`src/rtl/hsbs_pkg.sv`:
```
package hsbs_pkg;

   typedef enum logic [1:0] {
      PH_IDLE = 2'd0,
      PH_CMD  = 2'd1,
      PH_RSP  = 2'd2
   } phase_e;

   typedef enum logic [1:0] {
      HS_QUIET   = 2'd0,
      HS_RELEASE = 2'd1,
      HS_REQUEST = 2'd2,
      HS_BAD     = 2'd3
   } hs_kind_e;

   typedef struct packed {
      logic       arg_var;
      logic [7:0] arg_len;
      logic       rsp_var;
      logic [7:0] rsp_len;
   } len_entry_t;

   function automatic len_entry_t len_lookup(input logic [7:0] code);
      len_entry_t e;
      e = '{arg_var: 1'b0, arg_len: 8'd0, rsp_var: 1'b0, rsp_len: 8'd2};
      if (code[7:4] == 4'hF) begin
         e.rsp_var = 1'b1;
         e.rsp_len = 8'd0;
      end else begin
         unique case (code)
            8'h10: begin e.arg_len = 8'd1; e.rsp_len = 8'd0; end
            8'h20: begin e.arg_var = 1'b1; e.rsp_len = 8'd0; end
            8'h28: begin e.rsp_var = 1'b1; e.rsp_len = 8'd0; end
            8'h30: begin e.arg_len = 8'd4; e.rsp_len = 8'd0; end
            8'h38: begin e.rsp_len = 8'd4; end
            8'h40: begin e.arg_len = 8'd2; e.rsp_len = 8'd3; end
            default: ;
         endcase
      end
      return e;
   endfunction

endpackage

```
`src/rtl/hsbs_hs_decode.sv`:
```
module hsbs_hs_decode
   import hsbs_pkg::*;
#(
   parameter int PORT_W  = 8,
   parameter int REQ_BIT = 4,
   parameter int ACK_BIT = 3
) (
   input  logic              port_we,
   input  logic [PORT_W-1:0] port_wdata,
   input  logic [PORT_W-1:0] port_cur,
   output logic              changed,
   output hs_kind_e          kind
);

   if (REQ_BIT >= PORT_W || ACK_BIT >= PORT_W || REQ_BIT == ACK_BIT) begin : g_bad_bits
      $error("hsbs_hs_decode: handshake bit positions invalid");
   end

   assign changed = port_we && (port_wdata != port_cur);

   always_comb begin
      unique case ({port_wdata[REQ_BIT], port_wdata[ACK_BIT]})
         2'b11:   kind = HS_QUIET;
         2'b10:   kind = HS_RELEASE;
         2'b01:   kind = HS_REQUEST;
         default: kind = HS_BAD;
      endcase
   end

endmodule

```
`src/rtl/hsbs_byte_buf.sv`:
```
module hsbs_byte_buf #(
   parameter int DEPTH       = 32,
   parameter int DATA_W      = 8,
   parameter bit RESET_CLEAR = 1'b1,
   localparam int IDX_W      = $clog2(DEPTH)
) (
   input  logic              clk,
   input  logic              rst_n,
   input  logic              we,
   input  logic [IDX_W-1:0]  widx,
   input  logic [DATA_W-1:0] wdata,
   input  logic [IDX_W-1:0]  ridx,
   output logic [DATA_W-1:0] rdata
);

   if (DEPTH < 2 || (1 << IDX_W) != DEPTH) begin : g_bad_depth
      $error("hsbs_byte_buf: DEPTH must be a power of two, at least 2");
   end

   logic [DATA_W-1:0] mem [DEPTH];

   for (genvar i = 0; i < DEPTH; i++) begin : g_ent
      if (RESET_CLEAR) begin : g_clr
         always_ff @(posedge clk or negedge rst_n) begin
            if (!rst_n)                        mem[i] <= '0;
            else if (we && widx == IDX_W'(i))  mem[i] <= wdata;
         end
      end else begin : g_noclr
         always_ff @(posedge clk) begin
            if (we && widx == IDX_W'(i)) mem[i] <= wdata;
         end
      end
   end

   assign rdata = mem[ridx];

endmodule

```
`src/rtl/hsbs_cmd_engine.sv`:
```
module hsbs_cmd_engine
   import hsbs_pkg::*;
#(
   parameter int BUF_DEPTH = 32,
   parameter int REQ_BIT   = 4,
   parameter int ACK_BIT   = 3,
   localparam int IDX_W    = $clog2(BUF_DEPTH),
   localparam int CNT_W    = $clog2(BUF_DEPTH + 1)
) (
   input  logic             clk,
   input  logic             rst_n,
   input  logic             port_we,
   input  logic [7:0]       port_wdata,
   output logic [7:0]       port_q,
   input  logic             sr_host_to_dev,
   input  logic [7:0]       sr_rx_byte,
   output logic [7:0]       sr_tx_byte,
   output logic             sr_irq,
   output logic             proto_err,
   output logic [1:0]       phase,
   output logic             disp_stb,
   output logic [7:0]       disp_cmd,
   output logic [CNT_W-1:0] disp_argc,
   input  logic [IDX_W-1:0] arg_rd_idx,
   output logic [7:0]       arg_rd_byte,
   input  logic             exec_known,
   input  logic [7:0]       exec_rsp_size,
   input  logic             exec_wr,
   input  logic [IDX_W-1:0] exec_wr_idx,
   input  logic [7:0]       exec_wr_byte
);

   if (BUF_DEPTH > 128) begin : g_bad_cnt
      $error("hsbs_cmd_engine: BUF_DEPTH must fit an 8-bit length");
   end

   localparam logic [7:0]       PORT_RST = 8'((1 << REQ_BIT) | (1 << ACK_BIT));
   localparam logic [CNT_W-1:0] DEPTH_C  = CNT_W'(BUF_DEPTH);

   phase_e           phase_q, phase_d;
   logic [7:0]       port_d, cmd_q, cmd_d, alen_q, alen_d, tx_q, tx_d;
   logic             avar_q, avar_d, rvar_q, rvar_d, known_q, known_d;
   logic [CNT_W-1:0] apos_q, apos_d, rpos_q, rpos_d, rcnt_q, rcnt_d;
   logic             irq_d, err_d, disp_d, arg_we, dir_ok;
   logic [7:0]       rsp_rdata;
   logic             hs_chg;
   hs_kind_e         hs_kind;
   len_entry_t       ent;

   hsbs_hs_decode #(.PORT_W(8), .REQ_BIT(REQ_BIT), .ACK_BIT(ACK_BIT)) hs_i (
      .port_we(port_we), .port_wdata(port_wdata), .port_cur(port_q),
      .changed(hs_chg), .kind(hs_kind)
   );

   hsbs_byte_buf #(.DEPTH(BUF_DEPTH), .DATA_W(8), .RESET_CLEAR(1'b0)) arg_buf_i (
      .clk(clk), .rst_n(rst_n), .we(arg_we), .widx(apos_q[IDX_W-1:0]),
      .wdata(sr_rx_byte), .ridx(arg_rd_idx), .rdata(arg_rd_byte)
   );

   hsbs_byte_buf #(.DEPTH(BUF_DEPTH), .DATA_W(8), .RESET_CLEAR(1'b1)) rsp_buf_i (
      .clk(clk), .rst_n(rst_n), .we(exec_wr), .widx(exec_wr_idx),
      .wdata(exec_wr_byte), .ridx(rpos_q[IDX_W-1:0]), .rdata(rsp_rdata)
   );

   assign ent = len_lookup(sr_rx_byte);

   always_comb begin
      port_d  = port_q;   phase_d = phase_q;  cmd_d   = cmd_q;
      avar_d  = avar_q;   alen_d  = alen_q;   rvar_d  = rvar_q;
      rcnt_d  = rcnt_q;   apos_d  = apos_q;   rpos_d  = rpos_q;
      known_d = known_q;  tx_d    = tx_q;
      irq_d   = 1'b0;     err_d   = 1'b0;     disp_d  = 1'b0;
      arg_we  = 1'b0;
      dir_ok  = (phase_q == PH_RSP) ? !sr_host_to_dev : sr_host_to_dev;
      if (hs_chg) begin
         port_d = port_wdata;
         unique case (hs_kind)
            HS_RELEASE: port_d[ACK_BIT] = 1'b1;
            HS_BAD:     err_d = 1'b1;
            HS_REQUEST: begin
               port_d[ACK_BIT] = 1'b0;
               if (!dir_ok) begin
                  err_d = 1'b1;
               end else begin
                  irq_d = 1'b1;
                  unique case (phase_q)
                     PH_IDLE: begin
                        cmd_d   = sr_rx_byte;
                        avar_d  = ent.arg_var;
                        alen_d  = ent.arg_len;
                        rvar_d  = ent.rsp_var;
                        rcnt_d  = CNT_W'(ent.rsp_len);
                        apos_d  = '0;
                        rpos_d  = '0;
                        phase_d = PH_CMD;
                     end
                     PH_CMD: begin
                        if (avar_q) begin
                           alen_d = sr_rx_byte;
                           avar_d = 1'b0;
                        end else if (apos_q < DEPTH_C) begin
                           arg_we = 1'b1;
                           apos_d = apos_q + 1'b1;
                        end
                     end
                     default: begin
                        if (rvar_q) begin
                           tx_d   = 8'(rcnt_q);
                           rvar_d = 1'b0;
                        end else if (rpos_q < rcnt_q) begin
                           tx_d   = known_q ? rsp_rdata : 8'h00;
                           rpos_d = rpos_q + 1'b1;
                        end
                     end
                  endcase
                  if (phase_d == PH_CMD && !avar_d && alen_d == 8'(apos_d)) begin
                     disp_d  = 1'b1;
                     phase_d = PH_RSP;
                     known_d = exec_known;
                     if (rvar_d) begin
                        if (!exec_known)                 rcnt_d = '0;
                        else if (exec_rsp_size > 8'(DEPTH_C)) rcnt_d = DEPTH_C;
                        else                             rcnt_d = CNT_W'(exec_rsp_size);
                     end
                  end
                  if (phase_d == PH_RSP && !rvar_d && rcnt_d == rpos_d) phase_d = PH_IDLE;
               end
            end
            default: ;
         endcase
      end
   end

   always_ff @(posedge clk or negedge rst_n) begin
      if (!rst_n) begin
         port_q  <= PORT_RST;  phase_q <= PH_IDLE;  cmd_q   <= '0;
         avar_q  <= 1'b0;      alen_q  <= '0;       rvar_q  <= 1'b0;
         rcnt_q  <= '0;        apos_q  <= '0;       rpos_q  <= '0;
         known_q <= 1'b0;      tx_q    <= '0;
         sr_irq  <= 1'b0;      proto_err <= 1'b0;   disp_stb <= 1'b0;
      end else begin
         port_q  <= port_d;    phase_q <= phase_d;  cmd_q   <= cmd_d;
         avar_q  <= avar_d;    alen_q  <= alen_d;   rvar_q  <= rvar_d;
         rcnt_q  <= rcnt_d;    apos_q  <= apos_d;   rpos_q  <= rpos_d;
         known_q <= known_d;   tx_q    <= tx_d;
         sr_irq  <= irq_d;     proto_err <= err_d;  disp_stb <= disp_d;
      end
   end

   assign sr_tx_byte = tx_q;
   assign phase      = phase_q;
   assign disp_cmd   = cmd_q;
   assign disp_argc  = apos_q;


   no_change_chk: assert property (@(posedge clk) disable iff (!rst_n)
      (!port_we || port_wdata == port_q) |=> ($stable(port_q) && !sr_irq && !proto_err));


   ack_release_chk: assert property (@(posedge clk) disable iff (!rst_n)
      (port_we && port_wdata != port_q && port_wdata[REQ_BIT] && !port_wdata[ACK_BIT])
      |=> (port_q[ACK_BIT] && !sr_irq));


   ack_grant_chk: assert property (@(posedge clk) disable iff (!rst_n)
      (port_we && port_wdata != port_q && !port_wdata[REQ_BIT] && port_wdata[ACK_BIT])
      |=> !port_q[ACK_BIT]);


   err_hold_chk: assert property (@(posedge clk) disable iff (!rst_n)
      proto_err |-> ($stable(phase) && $stable(disp_argc) && !sr_irq));


   disp_exit_chk: assert property (@(posedge clk) disable iff (!rst_n)
      disp_stb |-> (phase != PH_CMD && sr_irq));


   argc_bound_chk: assert property (@(posedge clk) disable iff (!rst_n)
      disp_argc <= DEPTH_C);

endmodule

```
`config.mk`:
```
export PLATFORM = sky130hd
export DESIGN_NAME = hsbs_cmd_engine
export DESIGN_NICKNAME = d
export VERILOG_FILES = /design/src/rtl/hsbs_pkg.sv /design/src/rtl/hsbs_hs_decode.sv /design/src/rtl/hsbs_byte_buf.sv /design/src/rtl/hsbs_cmd_engine.sv
export SDC_FILE = /design/constraint.sdc
export NUM_CORES = 1
export LEC_CHECK = 0
export BUFFER_PORTS_ARGS = -buffer_cell sky130_fd_sc_hd__buf_4
export CORE_MARGIN = 2
export CORE_UTILIZATION = 56
export CTS_CLUSTER_DIAMETER = 120
export CTS_CLUSTER_SIZE = 25
export DETAILED_ROUTE_END_ITERATION = 8
export HOLD_SLACK_MARGIN = 0.02
export PLACE_DENSITY = 0.76
export SKIP_CTS_REPAIR_TIMING = 1
export SLEW_MARGIN = 10
export SYNTH_ARGS = -nofsm -noshare
export SYNTH_HDL_FRONTEND = slang
export SYNTH_SLANG_ARGS = --single-unit
```
`constraint.sdc`:
```
create_clock -name clk -period 3.25 [get_ports clk]
set_clock_uncertainty 0.05 [all_clocks]
set_input_delay 0.4875 -clock clk [delete_from_list [all_inputs] [get_ports clk]]
set_output_delay 0.4875 -clock clk [all_outputs]
set_load 0.02 [all_outputs]
```
==> flow_summary.yaml, run 1 <==
floorplan:
  die_w_um: 215.4
  num_rows: 77
  ios: 91
  core_region_area_um2: 44120
  die_h_um: 215.4
  start_util: 0.5671
  die_area_um2: 46390
cts:
  clkLatencyLatePin_ns: 0.60
  htreeDepth: 1
  clk_pin_slew_ns: 0.10
  clockBufferDepth: 3
  clock-root-buffer: "clkbuf_16"
  clock-sinks: 570
  cts_tree: "yes"
  cts_buffers: 26
drt:
  first_pass_iters: 6
  vias: 13920
  wire_per_inst_um: 25.16
  ant_nets: 0
  remaining_drc_errors: 0
  postRouteWirelength_um: 56470
  vias_per_cell: 6.205
  drt_iter0_drc: 1227
outcome:
  outcome: "finished, final reports clean"
power:
  p_leak_nw: 10.80
  p_per_area_nw_per_um2: 605.9
  peakVddDrop_v: 0.0003591
grt:
  grt_pass1_vias: 14380
  antenna_found_initial: 0
  grt_first_pass_wirelength_um: 87790
  grt-ovfl-total: 0
  grt_max_degree: 90
  grt.total_usage: 0.2489
timing:
  timing.hold.ws_ns: 0.03782
  period_minus_slack_ns: 3.073
  rsz0062_at_grt: "false"
  maxSlewViolCount: 0
  slew_headroom: 0.3893
  fmax_mhz: 325.4
  worst_pin_slew_ns: 0.9126
  layout_setup_ws_ns: 0.1767
  hold_viol_final: 0
  setup_viol: 0
  period_share: 0.9456
critical_path:
  path_class: "reg2out"
  critPathBufInv: 1
  endpoint_kind: "output port"
  path_max_fanout: 1
  start_kind: "flip-flop"
  crit_path_frequent_cell: "mux4_2"
  cp_slowest_stage_delay_ns: 0.52
  path_delay_family: "multiplexers"
  crit_chain: "mux4_2, mux4_2, mux2_2, buf_4"
  arrival_ns: 2.54
  cp.required_ns: 2.71
  cp_slowest_cell: "mux4_2"
yosys:
  ys_types: 64
  synthCells: 1514
  ys_warn_count: 0
  yosys-top-cells-area: "dfrtp_1 31%, edfxtp_1 31%, mux4_2 14%, mux2_2 13%, nand2_1 1.2%"
  async_flop_share: 0.5509
  synth_flop_cell: "dfrtp_1"
  synth_top_area_frac: 0.3120
  synth.net_count: 1574
  syn_area_um2: 25020
  synth_seq_cells: 570
  synth_edf_count: 256
  synth_area_per_cell_um2: 16.53
  yosys.area.top_type: "dfrtp_1"
  yosysSeqAreaShare: 0.6213
  synthTopCellsByCount: "312 x dfrtp_1, 280 x mux2_2, 256 x edfxtp_1"
  post-synth-top-count-cell: "dfrtp_1"
cells_and_area:
  final_core_util: 0.6286
  drive_gt1_frac: 0.4074
  fin_nets: 1693
  n_antenna_cell: 0
  areaGrowthSynthToFinish_pct: 10.84
worst_hold_path:
  hold_path.class: "in2reg"
placed_design:
  place_congestion: 0.8759
  place_ws_ns: -0.1042
  dp_hpwl_um: 38310
  portBuffers: 90
job:
  maxCapViolCount: 0
## per-layer routing
metal | global-route usage | part of all wire | vias to the layer above
li1 | - | - | 6046
met1 | 0.3517 | 0.42 | 7405
met2 | 0.4216 | 0.51 | 409
met3 | 0.02664 | 0.051 | 64
met4 | 0.06184 | 0.023 | 0
met5 | 0 | 0 | -
## per-stage QoR
step / TNS [ns] / std cells / total power [mW] / cell area, um^2
after floorplan: 0 / 1514 / 11.68 / 25030
after global placement: -0.03905 / 2196 / 13.15 / 26980
after detailed placement: -0.3561 / 2196 / 13.28 / 26980
after CTS: 0 / 2243 / 16.91 / 27730
after global routing: 0 / 2244 / 17.54 / 27740
final: 0 / 2244 / 16.81 / 27740
## cells by family (layout without fill, tap and decap cells)
group | after synthesis | count (layout) | share of synthesized area
xor gates and xnor gates | 20 | 20 | 0.007000
AOI/OAI and AO/OA | 109 | 109 | 0.02750
buffers and inverters | 116 | 254 | 0.01780
muxes | 451 | 451 | 0.2744
and+or+nand+nor | 236 | 236 | 0.04595
DFF | 570 | 570 | 0.6213
adders and majority gates | 12 | 12 | 0.006000
## layout make-up
| type | instances | area (um^2) |
|---|---|---|
| Inverter | 21 | 78.83 |
| Clock buffer | 45 | 721.9 |
| Clock inverter | 2 | 23.77 |
| Timing Repair Buffer | 186 | 1582 |
| Sequential cell | 570 | 15550 |
| Multi-Input combinational cell | 828 | 9036 |
| Tap cell | 592 | 740.7 |
| Fill cell | 3219 | 16390 |
## registers in the layout, indices dropped and copies added (netlist names), 6 cells and up
name,cells
rsp_buf_i.mem,256
sr_tx_byte,8
arg_buf_i.mem,256
alen_q,8
disp_cmd,8
rcnt_q,6
disp_argc,6
port_q,8
rpos_q,6
## cell usage in the layout, fill, tap and decap left out, drive strengths merged, types with 4 or more instances in the layout
cell | Yosys | final
a31oi | 6 | 6
mux4 | 160 | 160
nor4 | 8 | 8
nor2b | 6 | 6
a21oi | 27 | 27
nand3 | 8 | 8
edfxtp | 256 | 256
mux2i | 11 | 11
nor3b | 4 | 4
nand2b | 4 | 4
buf | 18 | 185
xor2 | 6 | 6
mux2 | 280 | 280
clkbuf | 77 | 45
nand2 | 83 | 83
ha | 12 | 12
o21ai | 40 | 40
inv | 21 | 21
nand4b | 4 | 4
dfrtp | 312 | 312
nand4 | 5 | 5
xnor2 | 14 | 14
and3 | 10 | 10
nor3 | 29 | 29
and2 | 7 | 7
nor2 | 50 | 50
or4 | 4 | 4
## power breakdown
group	switching (mW)	internal (mW)	total [mW]
logic	2.14	2.16	4.29
clock network	2.16	1.54	3.69
registers	0.499	8.32	8.82
total	4.79	12.0	16.8
## path summary, 6_finish.rpt
path | slack (ns) | cells after the start | start | end
worst max-delay path | 0.18 | 4 | arg_buf_i.mem[16][4]$_DFFE_PP_ | arg_rd_byte[4]
worst min-delay path | 0.04 | 2 | port_wdata[4] | proto_err$_DFF_PN0_
worst max register to register | 0.26 | 10 | phase[1]$_DFFE_PN0P_ | arg_buf_i.mem[4][4]$_DFFE_PP_
worst min register to register | 0.44 | 2 | alen_q[0]$_DFFE_PN0P_ | alen_q[0]$_DFFE_PN0P_
max in group asynchronous | 1.93 | 3 | rst_n | port_q[4]$_DFFE_PN1P_
min in group asynchronous | 0.46 | 2 | rst_n | rsp_buf_i.mem[202]$_DFFE_PN0P_
No activity file was read; power rests on OpenSTA's default activity.
==> inputs of run 2 (changes only) <==
--- a/config.mk
+++ b/config.mk
@@ -5,14 +5,14 @@
 export SDC_FILE = /design/constraint.sdc
 export NUM_CORES = 1
 export LEC_CHECK = 0
-export BUFFER_PORTS_ARGS = -buffer_cell sky130_fd_sc_hd__buf_4
 export CORE_MARGIN = 2
-export CORE_UTILIZATION = 56
+export CORE_UTILIZATION = 57
 export CTS_CLUSTER_DIAMETER = 120
 export CTS_CLUSTER_SIZE = 25
 export DETAILED_ROUTE_END_ITERATION = 8
+export DONT_BUFFER_PORTS = 1
 export HOLD_SLACK_MARGIN = 0.02
-export PLACE_DENSITY = 0.76
+export PLACE_DENSITY = 0.75
 export SKIP_CTS_REPAIR_TIMING = 1
 export SLEW_MARGIN = 10
 export SYNTH_ARGS = -nofsm -noshare
==> run 2 against run 1 <==
The run now ends with negative hold slack left. Power is 2.0% lower. Via count is 1.3% lower. Final area is 2.0% lower. Combinational power is 10% lower. Fmax is 1.0% higher. Worst hold slack worse by 0.50 ns. Critical path type unchanged.
==> flow_summary.yaml, run 2 (same netlist as run 1, synthesis figures left out) <==
timing:
  layout_setup_ws_ns: 0.2086
  setup_viol: 0
  maxSlewViolCount: 0
  hold_viol_final: 312
  period_minus_slack_ns: 3.041
  fin_tns_setup_ns: 0
  fmax_mhz: 328.8
  rsz0062_at_grt: "false"
  slew_headroom: 0.4326
  timing.hold.ws_ns: -0.4593
  worst_pin_slew_ns: 0.8480
  period_share: 0.9358
placed_design:
  portBuffers: 0
  place_inst: 2071
  place_ws_ns: 0.09788
  dp_hpwl_um: 35450
  place_congestion: 0.8694
critical_path:
  r2r_cells: 10
  cp-startpoint: "arg_buf_i.mem[19][0]$_DFFE_PP_"
  endpoint_kind: "output port"
  path_max_fanout: 1
  cp.required_ns: 2.71
  r2r_start: "phase[0]$_DFFE_PN0P_"
  start_kind: "flip-flop"
  r2r_setup_slack_ns: 0.28
  endpoint: "arg_rd_byte[0]"
  path_class: "reg2out"
  rr_endpoint: "rcnt_q[2]$_DFFE_PN0P_"
  arrival_ns: 2.50
cts:
  clk_pin_slew_ns: 0.10
  htreeDepth: 1
  clockBufferDepth: 3
  cts_tree: "yes"
  cts_buffers: 26
  clkLatencyLatePin_ns: 0.61
  clock-root-buffer: "clkbuf_16"
  clock-sinks: 570
cells_and_area:
  stdcell_count: 2150
  n_antenna_cell: 0
  drive_gt1_frac: 0.3655
  final_cell_mix: "310 x dfrtp_1, 280 x mux2_2, 256 x edfxtp_1"
  reg_top3: "arg_buf_i.mem x256, rsp_buf_i.mem x256"
  fin_nets: 1605
  n_fill_cell: 3086
  final_core_util: 0.6293
  areaGrowthSynthToFinish_pct: 8.580
  final_common_cell: "dfrtp_1"
drt:
  postRouteWirelength_um: 57270
  first_pass_iters: 5
  remaining_drc_errors: 0
  vias: 13740
  vias_per_cell: 6.390
  wire_per_inst_um: 26.64
  ant_nets: 0
  drt_iter0_drc: 1338
job:
  maxCapViolCount: 0
floorplan:
  ios: 91
  die_h_um: 213.5
  core_region_area_um2: 43170
  start_util: 0.5796
  die_area_um2: 45590
  die_w_um: 213.5
  num_rows: 76
grt:
  antenna_found_initial: 2
  grt_max_degree: 315
  grt_pass1_vias: 13660
  grt-ovfl-total: 0
  grt_first_pass_wirelength_um: 84840
  grt.total_usage: 0.2484
outcome:
  outcome: "finished, violations left"
  failed_checks: "negative hold slack"
power:
  peakVddDrop_v: 0.0003953
  p_leak_nw: 10.38
  p_per_area_nw_per_um2: 606.2
worst_hold_path:
  hold_path.class: "in2async"
## run 2: changes by cell type in the layout (fill, tap and decap cells not counted)
cell / before / now
buf_4: 170 / 64
dlygate4sd3_1: 1 / 14
buf_12: 14 / 20
buf_8: 1 / 0
clkbuf_1: 19 / 20
## run 2: worst max-delay path: stages, from the launching register on
cell	delay (ns)
edfxtp_1	0.44
mux4_2	0.54
mux4_2	0.54
mux2_2	0.37
## run 2: area by class of cell
cell class	count	area, um^2	area share
sequential	570	15550	0.5724
multi-input combinational	828	9036	0.3326
timing repair buffer	98	1021	0.03758
tap	585	732.0	0.02694
clock buffer	46	725.7	0.02671
inverter	21	78.83	0.002901
clock inverter	2	23.77	0.0008750
## run 2: worst min path at each step
stage                                     endpoint  slack [ns]  cells after the start
finish              rsp_buf_i.mem[147]$_DFFE_PN0P_       -0.46                      0
global route         rsp_buf_i.mem[18]$_DFFE_PN0P_       -0.48                      0
CTS                   rsp_buf_i.mem[5]$_DFFE_PN0P_       -0.49                      0
detailed placement  rsp_buf_i.mem[147]$_DFFE_PN0P_        0.16                      0
global placement    rsp_buf_i.mem[133]$_DFFE_PN0P_        0.16                      0
floorplan                    alen_q[0]$_DFFE_PN0P_        0.14                      0
## run 2: stage by stage
step / instance area, um^2 / hold WS [ns] / power [mW]
detailed placement: 25950 / 0.1551 / 12.73
global placement: 25950 / 0.1585 / 12.61
CTS: 26700 / -0.4891 / 16.39
finish: 27170 / -0.4593 / 16.47
global route: 27170 / -0.4841 / 17.19
floorplan: 25030 / 0.1419 / 11.68
## run 2: routing by layer
layer  track usage  up-vias  routed length (um)
li1              -     5886                   -
met2        0.4109      483               28400
met1        0.3595     7300               23240
met3       0.03281       70                4312
met5             0        -                   0
met4       0.05196        0                1316
## run 2: report_power, final
part	internal (mW)	switching, mW	total (mW)	leakage [nW]
registers	8.32	0.575	8.90	6.32
clock network	1.54	2.20	3.74	0.351
logic	2.00	1.83	3.84	3.71
total	11.9	4.61	16.5	10.4
